## config.mk

```make
export PLATFORM = sky130hd
export DESIGN_NAME = wdog_guard
export DESIGN_NICKNAME = d
export VERILOG_FILES = /design/src/rtl/wdog_pkg.sv /design/src/rtl/wdog_decode.sv /design/src/rtl/wdog_optreg.sv /design/src/rtl/wdog_counter.sv /design/src/rtl/wdog_guard.sv
export SDC_FILE = /design/constraint.sdc
export NUM_CORES = 1
export LEC_CHECK = 0
export ABC_AREA = 1
export BUFFER_PORTS_ARGS = -buffer_cell sky130_fd_sc_hd__clkbuf_2
export CORE_AREA = 4 4 73 75
export CTS_BUF_LIST = sky130_fd_sc_hd__clkbuf_2 sky130_fd_sc_hd__clkbuf_4 sky130_fd_sc_hd__clkbuf_8
export DETAILED_ROUTE_END_ITERATION = 7
export DIE_AREA = 0 0 77 79
export GPL_ROUTABILITY_DRIVEN = 0
export PLACE_DENSITY = 0.46
export SLEW_MARGIN = 20
export SYNTH_ARGS = -nofsm -noshare
export SYNTH_HDL_FRONTEND = slang
export SYNTH_SLANG_ARGS = --single-unit
```

## constraint.sdc

```tcl
create_clock -name clk -period 2.68 [get_ports clk]
set_input_delay 0.268 -clock clk [delete_from_list [all_inputs] [get_ports clk]]
set_output_delay 0.268 -clock clk [all_outputs]
set_load 0.1 [all_outputs]
```

## src/rtl/wdog_pkg.sv

```systemverilog
package wdog_pkg;
  // Positions of the option fields within a write to the options address
  localparam int OPT_EN_BIT   = 7;
  localparam int OPT_LONG_BIT = 6;

  typedef struct packed {
    logic en;
    logic long_sel;
  } wdog_opt_t;

  localparam wdog_opt_t OPT_DEFAULT = '{en: 1'b1, long_sel: 1'b1};
endpackage

```

## src/rtl/wdog_decode.sv

```systemverilog
module wdog_decode #(
  parameter int ADDR_W = 8,
  parameter int DATA_W = 8,
  parameter logic [ADDR_W-1:0] SVC_ADDR = 8'h10,
  parameter logic [ADDR_W-1:0] OPT_ADDR = 8'h11
) (
  input  logic               clk,
  input  logic               rst,
  input  logic               wr_en,
  input  logic [ADDR_W-1:0]  wr_addr,
  input  logic [DATA_W-1:0]  wr_data,
  output logic               svc_pulse,
  output logic               opt_wr,
  output wdog_pkg::wdog_opt_t opt_wdata
);
  import wdog_pkg::*;

  logic svc_hit;
  logic unused_data;

  assign svc_hit  = wr_en && (wr_addr == SVC_ADDR);
  assign opt_wr   = wr_en && (wr_addr == OPT_ADDR);
  assign opt_wdata.en       = wr_data[OPT_EN_BIT];
  assign opt_wdata.long_sel = wr_data[OPT_LONG_BIT];
  assign unused_data = ^wr_data;

  // Service data is discarded: only the address hit is registered
  always_ff @(posedge clk) begin
    if (rst) svc_pulse <= 1'b0;
    else     svc_pulse <= svc_hit;
  end

  assert_svc_single_R5: assert property (@(posedge clk) disable iff (rst)
    svc_pulse |-> $past(wr_en));
endmodule

```

## src/rtl/wdog_optreg.sv

```systemverilog
module wdog_optreg (
  input  logic                clk,
  input  logic                rst,
  input  logic                opt_wr,
  input  wdog_pkg::wdog_opt_t opt_wdata,
  output wdog_pkg::wdog_opt_t opt_q
);
  import wdog_pkg::*;

  logic locked;

  always_ff @(posedge clk) begin
    if (rst) begin
      opt_q  <= OPT_DEFAULT;
      locked <= 1'b0;
    end else if (opt_wr && !locked) begin
      opt_q  <= opt_wdata;
      locked <= 1'b1;
    end
  end

  assert_lock_hold_R3: assert property (@(posedge clk) disable iff (rst)
    locked |=> $stable(opt_q));
  assert_lock_sticky_R4: assert property (@(posedge clk) disable iff (rst)
    locked |=> locked);
endmodule

```

## src/rtl/wdog_counter.sv

```systemverilog
module wdog_counter #(
  parameter int SHORT_LOG2  = 18,
  parameter int LONG_LOG2   = 20,
  parameter int SCALE_SHIFT = 0
) (
  input  logic clk,
  input  logic rst,
  input  logic en,
  input  logic long_sel,
  input  logic svc,
  output logic req
);
  localparam int SHORT_EXP = SHORT_LOG2 - SCALE_SHIFT;
  localparam int LONG_EXP  = LONG_LOG2 - SCALE_SHIFT;
  localparam int CW        = LONG_EXP + 1;
  localparam logic [CW-1:0] LAST_SHORT = CW'((64'd1 << SHORT_EXP) - 64'd1);
  localparam logic [CW-1:0] LAST_LONG  = CW'((64'd1 << LONG_EXP) - 64'd1);

  logic [CW-1:0] cnt;
  logic [CW-1:0] last;
  logic          tripped;

  assign last = long_sel ? LAST_LONG : LAST_SHORT;

  always_ff @(posedge clk) begin
    if (rst) begin
      cnt     <= '0;
      tripped <= 1'b0;
      req     <= 1'b0;
    end else begin
      req <= 1'b0;
      if (!en || tripped) begin
        cnt <= '0;
      end else if (svc) begin
        cnt <= '0;
      end else if (cnt >= last) begin
        cnt     <= '0;
        tripped <= 1'b1;
        req     <= 1'b1;
      end else begin
        cnt <= cnt + 1'b1;
      end
    end
  end

  assert_req_single_R8: assert property (@(posedge clk) disable iff (rst)
    req |=> !req);
  assert_tripped_quiet_R8: assert property (@(posedge clk) disable iff (rst)
    (tripped && !req) |=> !req);
  assert_disabled_quiet_R9: assert property (@(posedge clk) disable iff (rst)
    !en |=> (!req && cnt == '0));
  assert_svc_restart_R5: assert property (@(posedge clk) disable iff (rst)
    (svc && en) |=> cnt == '0);
  assert_cnt_bound_R6: assert property (@(posedge clk) disable iff (rst)
    cnt <= LAST_LONG);
endmodule

```

## src/rtl/wdog_guard.sv

```systemverilog
module wdog_guard #(
  parameter int ADDR_W      = 8,
  parameter int DATA_W      = 8,
  parameter logic [ADDR_W-1:0] SVC_ADDR = 8'h10,
  parameter logic [ADDR_W-1:0] OPT_ADDR = 8'h11,
  parameter int SHORT_LOG2  = 18,
  parameter int LONG_LOG2   = 20,
  parameter int SCALE_SHIFT = 0
) (
  input  logic              clk,
  input  logic              rst,
  input  logic              wr_en,
  input  logic [ADDR_W-1:0] wr_addr,
  input  logic [DATA_W-1:0] wr_data,
  output logic              svc_pulse,
  output logic              rst_req,
  output logic              opt_en,
  output logic              opt_long
);
  import wdog_pkg::*;

  logic      opt_wr;
  wdog_opt_t opt_wdata;
  wdog_opt_t opt_q;

  wdog_decode #(
    .ADDR_W(ADDR_W), .DATA_W(DATA_W), .SVC_ADDR(SVC_ADDR), .OPT_ADDR(OPT_ADDR)
  ) u_decode (
    .clk(clk), .rst(rst), .wr_en(wr_en), .wr_addr(wr_addr), .wr_data(wr_data),
    .svc_pulse(svc_pulse), .opt_wr(opt_wr), .opt_wdata(opt_wdata)
  );

  wdog_optreg u_opt (
    .clk(clk), .rst(rst), .opt_wr(opt_wr), .opt_wdata(opt_wdata), .opt_q(opt_q)
  );

  wdog_counter #(
    .SHORT_LOG2(SHORT_LOG2), .LONG_LOG2(LONG_LOG2), .SCALE_SHIFT(SCALE_SHIFT)
  ) u_cnt (
    .clk(clk), .rst(rst), .en(opt_q.en), .long_sel(opt_q.long_sel),
    .svc(svc_pulse), .req(rst_req)
  );

  assign opt_en   = opt_q.en;
  assign opt_long = opt_q.long_sel;

  assert_reset_defaults_R1: assert property (@(posedge clk)
    $past(rst) |-> (opt_en && opt_long && !rst_req && !svc_pulse));
endmodule

```

==> impl_results.md, run 1 <==
* Run status: finished clean
* Class of the worst hold path: in -> reg
* Synthesized area at roughly 0.0014 mm^2
* Clock Sinks at 27
* Fin Clk Skew at about 0.0057 ns
* Syn Area/Cell at 7.127 um^2
* Multi-input logic area at 710.7 um^2
* Number of global-route vias before repair at 1068
* Initial Utilization at just under 30%
* R2R setup slack at roughly 0.9 ns
* Hold_sp: rst
* Tightest Pin Transition at 0.5689 ns
* Slew Limit Fails at 0
* Worst EP arrival at 1.98 ns
* # diodes at 0
* First-pass GRT wire length at about 4700 um
* Final Cycle Share at 66.82%
* Setup_tns at 0 ns
* Root buffer cell: clkbuf_8
* Critical R2R Launch: u_opt.opt_q[0]
* Setup bufs post-CTS at 0
* CP Max Fanout at 21
* Max_cap viols at 0
* Hold depth at 2
* Placement Cell Area at 0.001508 mm^2
* Worst setup path category: reg -> reg
* Final Setup Violations at 0
* CTS tree: done
* DR WL/cell at between 9 and 10 um
* Hpwl dp at roughly 2100 um
* Mapped Cells at a little under 200
* Overall routed net length at about 2600 um
* Yosys top cell area share at between 30 and 40%
* Post-synthesis sequential area ratio at roughly two fifths
* Worst Reg-to-Reg Cells at 9
* Area growth, synth to finish at 12.58%
* Largest family of logic cells by synthesized area: simple AND/OR/NAND/NOR gates
* ANT nets after route at 0
* # resized after CTS at 0
* Top post-synthesis cells by area: dfxtp_1, nor2_1, nand2_1
* CP max-delay cell: nand4_2
* CTS Buf Count at 3
* P_leak at approximately 0.65 nW
* Pin count of the biggest net entering global routing at 22
* Final nets at 235
* Distinct cell type count after synthesis at 23
* Register area at approximately 540 um^2
* Worst reg2reg endpoint: u_cnt.cnt[16]
* Die height at between 70 and 80 um
* DRT iter0 DRCs at 44
* Core region area at approximately 0.0047 mm^2
* Finished Core Util at 33.40%
* GRT Total Usage at about a tenth
* Main synth FF type: dfxtp_1
* RSZ-0062 raised after global routing: no
* CTS HTree Levels at 1
* Die width at around 77 um
* Min Tclk post-route at 1.791 ns
* Drt drc at 0
* Final count of hold timing violations at 0
* Flops & latches, synth at 27
* Syn_nets at between 200 and 250
* Worst Hold Path EP: u_opt.locked
* Cell Rows at 25
* Vias per std cell at ~4.4
* Synth Area in Compound Gates at less than 1%
* Finished layout cell area at between 0.0015 and 0.002 mm^2
* Fillers at between 400 and 500
* PortBufs at 16
* Die ar. at around 0.006 mm^2
* VDD IR-drop max at ~150 uV
* Slew HR at 61.99%
* Synth warn at 0
* Post-synth EDFFs at 0
* Routed vias at between 1000 and 1500
* Layout cell share with drive strength beyond 1 at approximately 15%
* Pwr/cell area at between 400 and 500 mW/mm^2
* Initial antenna violation count at 0
* Clk buf depth at 2
* I/O Pins at 23
* Cell taking the most area after synthesis: dfxtp_1
* First-pass DRT Iterations at 4
* Clk_lat worst skew at ~0.27 ns
* Mux share of post-synthesis cell area at 0%
* Post-Synth XOR/XNOR Area at about a tenth
* Asr flop ratio synth at 0%
* Overflow after GRT at 0
* Fmax at ~0.56 GHz
* CP Capture Type: register
* Req. time, crit path at roughly 2.9 ns
* Final hold slack at around 0.20 ns
* Synth Area in Adders at approximately 2.7%
* CP Cell Sequence: inv_1, ha_1, inv_1, nor2_1, nand3_1, nor2_1, nand2_1, nand4_2, nor2_1
* Post-CTS Hold Buffers at 0
* Most used cell, CP: nor2_1
* Post-Synth Simple-Gate Area at approximately two fifths
* CP peak stage delay at around 0.44 ns
* Register clock-pin slew on the reported worst setup and hold paths at about 0.09 ns
* CP Launch Type: register
synthesized netlist by cell type, types with 2 or more instances:
master	n
nor2_2	2
xor2_1	6
xnor2_1	9
buf_6	2
nor4_2	2
ha_1	3
nor2_1	42
a21oi_1	2
nor3_1	3
nand2_1	40
inv_1	29
nand3_1	14
nand4_1	3
dfxtp_1	27
nand2_2	2
worst max-delay path, delay by kind of cell, from the launching register on:
kind                     cells  cell delay, ns
AND/OR/NAND/NOR              6            0.91
flip-flops                   1            0.36
adder cells (fa/ha/maj)      1            0.30
buffers and inverters        2            0.13
metal layers:
metal	up-vias	wire length (um)	global-route usage, %
li1	638	-	-
met1	501	1393	12.47
met2	18	1115	14.72
met3	4	92	1.587
met4	0	44	4.804
met5	-	0	0
area by class of cell:
type / count / area share, %
Clock buffer: 4 / 3.135
Inverter: 29 / 6.994
Multi-Input combinational cell: 136 / 45.66
Sequential cell: 27 / 34.73
Tap cell: 54 / 4.341
Timing Repair Buffer: 16 / 5.145
cells in the final DEF (no fill, tap or decap):
master and count:
nor2_1 42, nand2_1 40, inv_1 29, dfxtp_1 27, clkbuf_2 16, nand3_1 14, xnor2_1 9, xor2_1 6
nand4_1 3, nor3_1 3, ha_1 3, clkbuf_8 3, nand2_2 2, nor4_2 2, a21oi_1 2, nor2_2 2
and2_4 1, nand3_2 1, nand4_2 1, or2_2 1, nor4_1 1, nor4b_1 1, nor3_2 1, nand3b_1 1
clkbuf_4 1
state kept, by name, summed over array words and instances (netlist names):
name and flops:
u_cnt.req 1, u_decode.svc_pulse 1, u_opt.locked 1, u_cnt.tripped 1
u_opt.opt_q 2, u_cnt.cnt 21
cells by family (layout without fill, tap and decap cells):
family	after synthesis	count (layout)
AOI/OAI and AO/OA	2	2
xor gates and xnor gates	15	15
adders and majority gates	3	3
buffers and inverters	31	49
DFF	27	27
and+or+nand+nor	116	116
where the power goes:
| group | leakage, nW | internal [W] | total (W) | switching (W) |
|---|---|---|---|---|
| clock network | 0.0262 | 0.000117 | 0.000243 | 0.000127 |
| registers | 0.218 | 0.000405 | 0.000408 | 0.00000307 |
| logic | 0.406 | 0.0000136 | 0.0000307 | 0.0000171 |
| total | 0.651 | 0.000535 | 0.000682 | 0.000147 |
per-stage QoR:
step | total power (W) | std cells | worst slack, ns
2_1_floorplan | 0.0004386 | 194 | 0.4632
3_3_place_gp | 0.0004485 | 262 | 0.8678
3_5_place_dp | 0.0004491 | 262 | 0.8561
4_1_cts | 0.0006945 | 266 | 0.8284
5_1_grt | 0.0007140 | 266 | 0.6071
6_report | 0.0006821 | 266 | 0.8893
worst max-delay path by stage:
stage,start,to,slack (ns)
final,u_opt.opt_q[0],u_cnt.cnt[16],0.89
after global placement,u_opt.opt_q[0],u_cnt.cnt[20],0.87
after CTS,u_cnt.cnt[0],u_cnt.cnt[9],0.83
after floorplan,u_opt.opt_q[0],u_cnt.cnt[10],0.46
after detailed placement,u_cnt.cnt[0],u_cnt.cnt[5],0.86
after global routing,u_opt.opt_q[0],u_cnt.cnt[18],0.61
Power figures use the tool's default switching activity.
==> run 2, diff against run 1 <==
--- a/config.mk
+++ b/config.mk
@@ -5,14 +5,14 @@
 export SDC_FILE = /design/constraint.sdc
 export NUM_CORES = 1
 export LEC_CHECK = 0
-export ABC_AREA = 1
+export ABC_AREA = 0
 export BUFFER_PORTS_ARGS = -buffer_cell sky130_fd_sc_hd__clkbuf_2
-export CORE_AREA = 4 4 73 75
+export CORE_AREA = 4 4 68 70
 export CTS_BUF_LIST = sky130_fd_sc_hd__clkbuf_2 sky130_fd_sc_hd__clkbuf_4 sky130_fd_sc_hd__clkbuf_8
 export DETAILED_ROUTE_END_ITERATION = 7
-export DIE_AREA = 0 0 77 79
+export DIE_AREA = 0 0 72 74
 export GPL_ROUTABILITY_DRIVEN = 0
-export PLACE_DENSITY = 0.46
+export PLACE_DENSITY = 0.48
 export SLEW_MARGIN = 20
 export SYNTH_ARGS = -nofsm -noshare
 export SYNTH_HDL_FRONTEND = slang
==> constraint.sdc (replaced) <==
create_clock -name clk -period 1.6 [get_ports clk]
set_input_delay 0.16 -clock clk [delete_from_list [all_inputs] [get_ports clk]]
set_output_delay 0.16 -clock clk [all_outputs]
set_load 0.1 [all_outputs]
==> impl_results.md, run 2 <==
* Run status: finished with violations
* Violated checks: negative setup slack
* Mux share of post-synthesis cell area at 0%
* Initial Utilization at 29.68%
* Area growth, synth to finish at 35.56%
* CP Cell Sequence: inv_4, ha_4, nand4b_1, nor2_1, a32o_2, or3_4, nor2_1
* Sw Ratio at ~22%
* Int Power at 0.0008872 W
* Clock Sinks at 27
* Yosys top cell area share at 45.86%
* Final nets at between 150 and 200
* Flops & latches, synth at 27
* Core region area at between 0.003 and 0.004 mm^2
* Overflow after GRT at 0
* I/O Pins at 23
* Most used cell, CP: nor2_1
* Tightest Pin Transition at 0.5469 ns
* CTS HTree Levels at 1
* VDD IR-drop max at 530.7 uV
* Clock share of power at around 34%
* Commonest cells in the netlist: nor2_1, dfxtp_1, nand3_1, xor2_1, xnor2_1
* Most frequent cell after synthesis: nor2_1
* Final setup margin at -0.06920 ns
* DR WL/cell at roughly 12 um
* CP max-delay cell: or3_4
* WP buf/inv at 1
* Pwr/cell area at roughly 710 mW/mm^2
* Slew Limit Fails at 0
* Clk_lat worst skew at ~0.27 ns
* Routed vias at between 1000 and 1500
* Die ar. at 0.005328 mm^2
* Cell taking the most area after synthesis: dfxtp_1
* Pin count of the biggest net entering global routing at 16
* Share of power burned in registers at about 60%
* Class of the worst hold path: in -> reg
* CP Capture Type: register
* Syn Area/Cell at approximately 8.9 um^2
* Logic gate share of total power at around 6.1%
* Final Cycle Share at 104.3%
* Cell Rows at 23
* First-pass DRT Iterations at 4
* First-pass GRT wire length at about 4500 um
* Vias per std cell at 4.682
* Synth warn at 0
* Asr flop ratio synth at 0%
* Register clock-pin slew on the reported worst setup and hold paths at 0.09 ns
* Overall routed net length at 2706 um
* Number of global-route vias before repair at 1017
* Setup bufs post-CTS at 0
* # diodes at 0
* Fillers at between 400 and 500
* Synthesized area at approximately 0.0012 mm^2
* Worst EP arrival at ~1.9 ns
* Mapped Cells at roughly 130
* Largest family of logic cells by synthesized area: simple AND/OR/NAND/NOR gates
* RSZ-0062 raised after global routing: yes
* Post-Synth XOR/XNOR Area at around 13%
* Initial antenna violation count at 0
* Clk buf depth at 2
* Fin Clk Skew at about 0.0035 ns
* Layout cell share with drive strength beyond 1 at roughly two fifths
* Largest register FFs at 21
* GRT Total Usage at between 10 and 15%
* Biggest register: u_cnt.cnt
* P_leak at approximately 0.59 nW
* Final count of hold timing violations at 0
* Distinct cell type count after synthesis at 22
* Most common cell after layout, fill and taps aside: dfxtp_1
* Hpwl dp at around 1900 um
* Die height at ~74 um
* Post-Synth Simple-Gate Area at 28.66%
* Final Setup Violations at 12
* Root buffer cell: clkbuf_8
* CTS Buf Count at 3
* Main synth FF type: dfxtp_1
* Req. time, crit path at 1.82 ns
* Placed insts at 213
* Synth Area in Adders at 3.185%
* Slew HR at 63.70%
* Regs by FF count: u_cnt.cnt x21, u_opt.opt_q x2
* Drt drc at 0
* Syn_nets at approximately 150
* CTS tree: done
* CP Launch Type: register
* Post-synthesis sequential area ratio at 45.86%
* Min Tclk post-route at around 1.7 ns
* Finished Core Util at 40.23%
* Post-synth EDFFs at 0
* Synth Area in Compound Gates at around 4.8%
* Fmax at about 0.6 GHz
* Worst setup path category: reg -> reg
* Die width at 72 um
* Top post-synthesis cells by area: dfxtp_1, nor2_1, xor2_1
* Commonest non-fill, non-tap cells in the layout: dfxtp_1, nor2_1, buf_4, clkbuf_2
* Critical path's top delay family: simple AND/OR/NAND/NOR gates
* PortBufs at 16
* Tot Pwr at 0.001142 W
* DRT iter0 DRCs at 21
* CP Max Fanout at 5
* ANT nets after route at 0
* Post-Layout Cell Count at 220
* CP peak stage delay at around 0.46 ns
* Net Sw Power at between 0.0002 and 0.0003 W
* Max_cap viols at 0
run 2: cell types whose count changed after synthesis, moves of 3 or more:
cell,change
nor3_1,+4
inv_1,-22
a211o_1,+3
nor2_1,-9
xor2_1,+4
nand2_1,-36
run 2: worst reg2reg max path, stage by stage, from the launching register on:
cell      delay, ns
dfxtp_4        0.36
inv_4          0.07
ha_4           0.20
nand4b_1       0.11
nor2_1         0.05
a32o_2         0.28
or3_4          0.46
nor2_1         0.10
run 2: layout make-up:
class / instances / area (um^2) / share of cell area (%)
Timing Repair Buffer: 33 / 207.7 / 13.00
Sequential cell: 27 / 546.8 / 34.22
Tap cell: 50 / 62.56 / 3.915
Clock inverter: 1 / 5.005 / 0.3132
Clock buffer: 3 / 41.29 / 2.584
Multi-Input combinational cell: 99 / 705.7 / 44.17
Inverter: 7 / 28.78 / 1.801
run 2: power groups by stage:
stage               clock network (W)  registers [W]   logic, W
global placement                    0       0.000697  0.0000537
CTS                          0.000415       0.000682  0.0000622
detailed placement                  0       0.000698  0.0000555
finish                       0.000389       0.000683  0.0000700
floorplan                           0       0.000699  0.0000291
global route                 0.000441       0.000685  0.0000774
run 2: timing repair:
action / 4_1_cts / 5_1_grt
resized for setup: 4 / 19
setup endpoints to repair: 21 / 23
hold buffers: 0 / 0
gates cloned: 2 / 1
pin swaps: 3 / 4
endpoints found under the hold margin: 0 / 0
run 2: final timing paths:
path / slack [ns] / start / to / depth (start not counted)
min: 0.05 / wr_addr[0] / u_decode.svc_pulse / 2
min reg2reg: 0.46 / u_opt.locked / u_opt.locked / 2
max: -0.07 / u_opt.opt_q[0] / u_cnt.cnt[13] / 7
max reg2reg: -0.07 / u_opt.opt_q[0] / u_cnt.cnt[13] / 7
run 2: kinds of logic after synthesis:
kind of cell,count (synthesis)
buf+inv,9
flops,27
simple gates,68
fa+ha+maj,3
xor+xnor,18
compound gates,7
run 2: metrics by stage:
stage                     setup WS (ns)  cell area [um^2]  hold WS, ns  TNS (ns)
final                          -0.06920              1598      0.04860   -0.4952
after detailed placement        -0.1641              1458       0.3414    -2.773
after floorplan                 -0.2651              1210       0.2291    -5.432
after CTS                      -0.08740              1530      0.03780   -0.8690
after global placement          -0.1142              1458       0.3374    -2.273
after global routing            -0.1468              1598      0.04410    -1.992
run 2: routing by layer:
metal | track usage [%] | up-vias | wire length (um)
li1 | - | 528 | -
met1 | 13.74 | 472 | 1276
met2 | 17.45 | 24 | 1266
met3 | 2.703 | 6 | 109
met4 | 5.010 | 0 | 53
met5 | 0 | - | 0
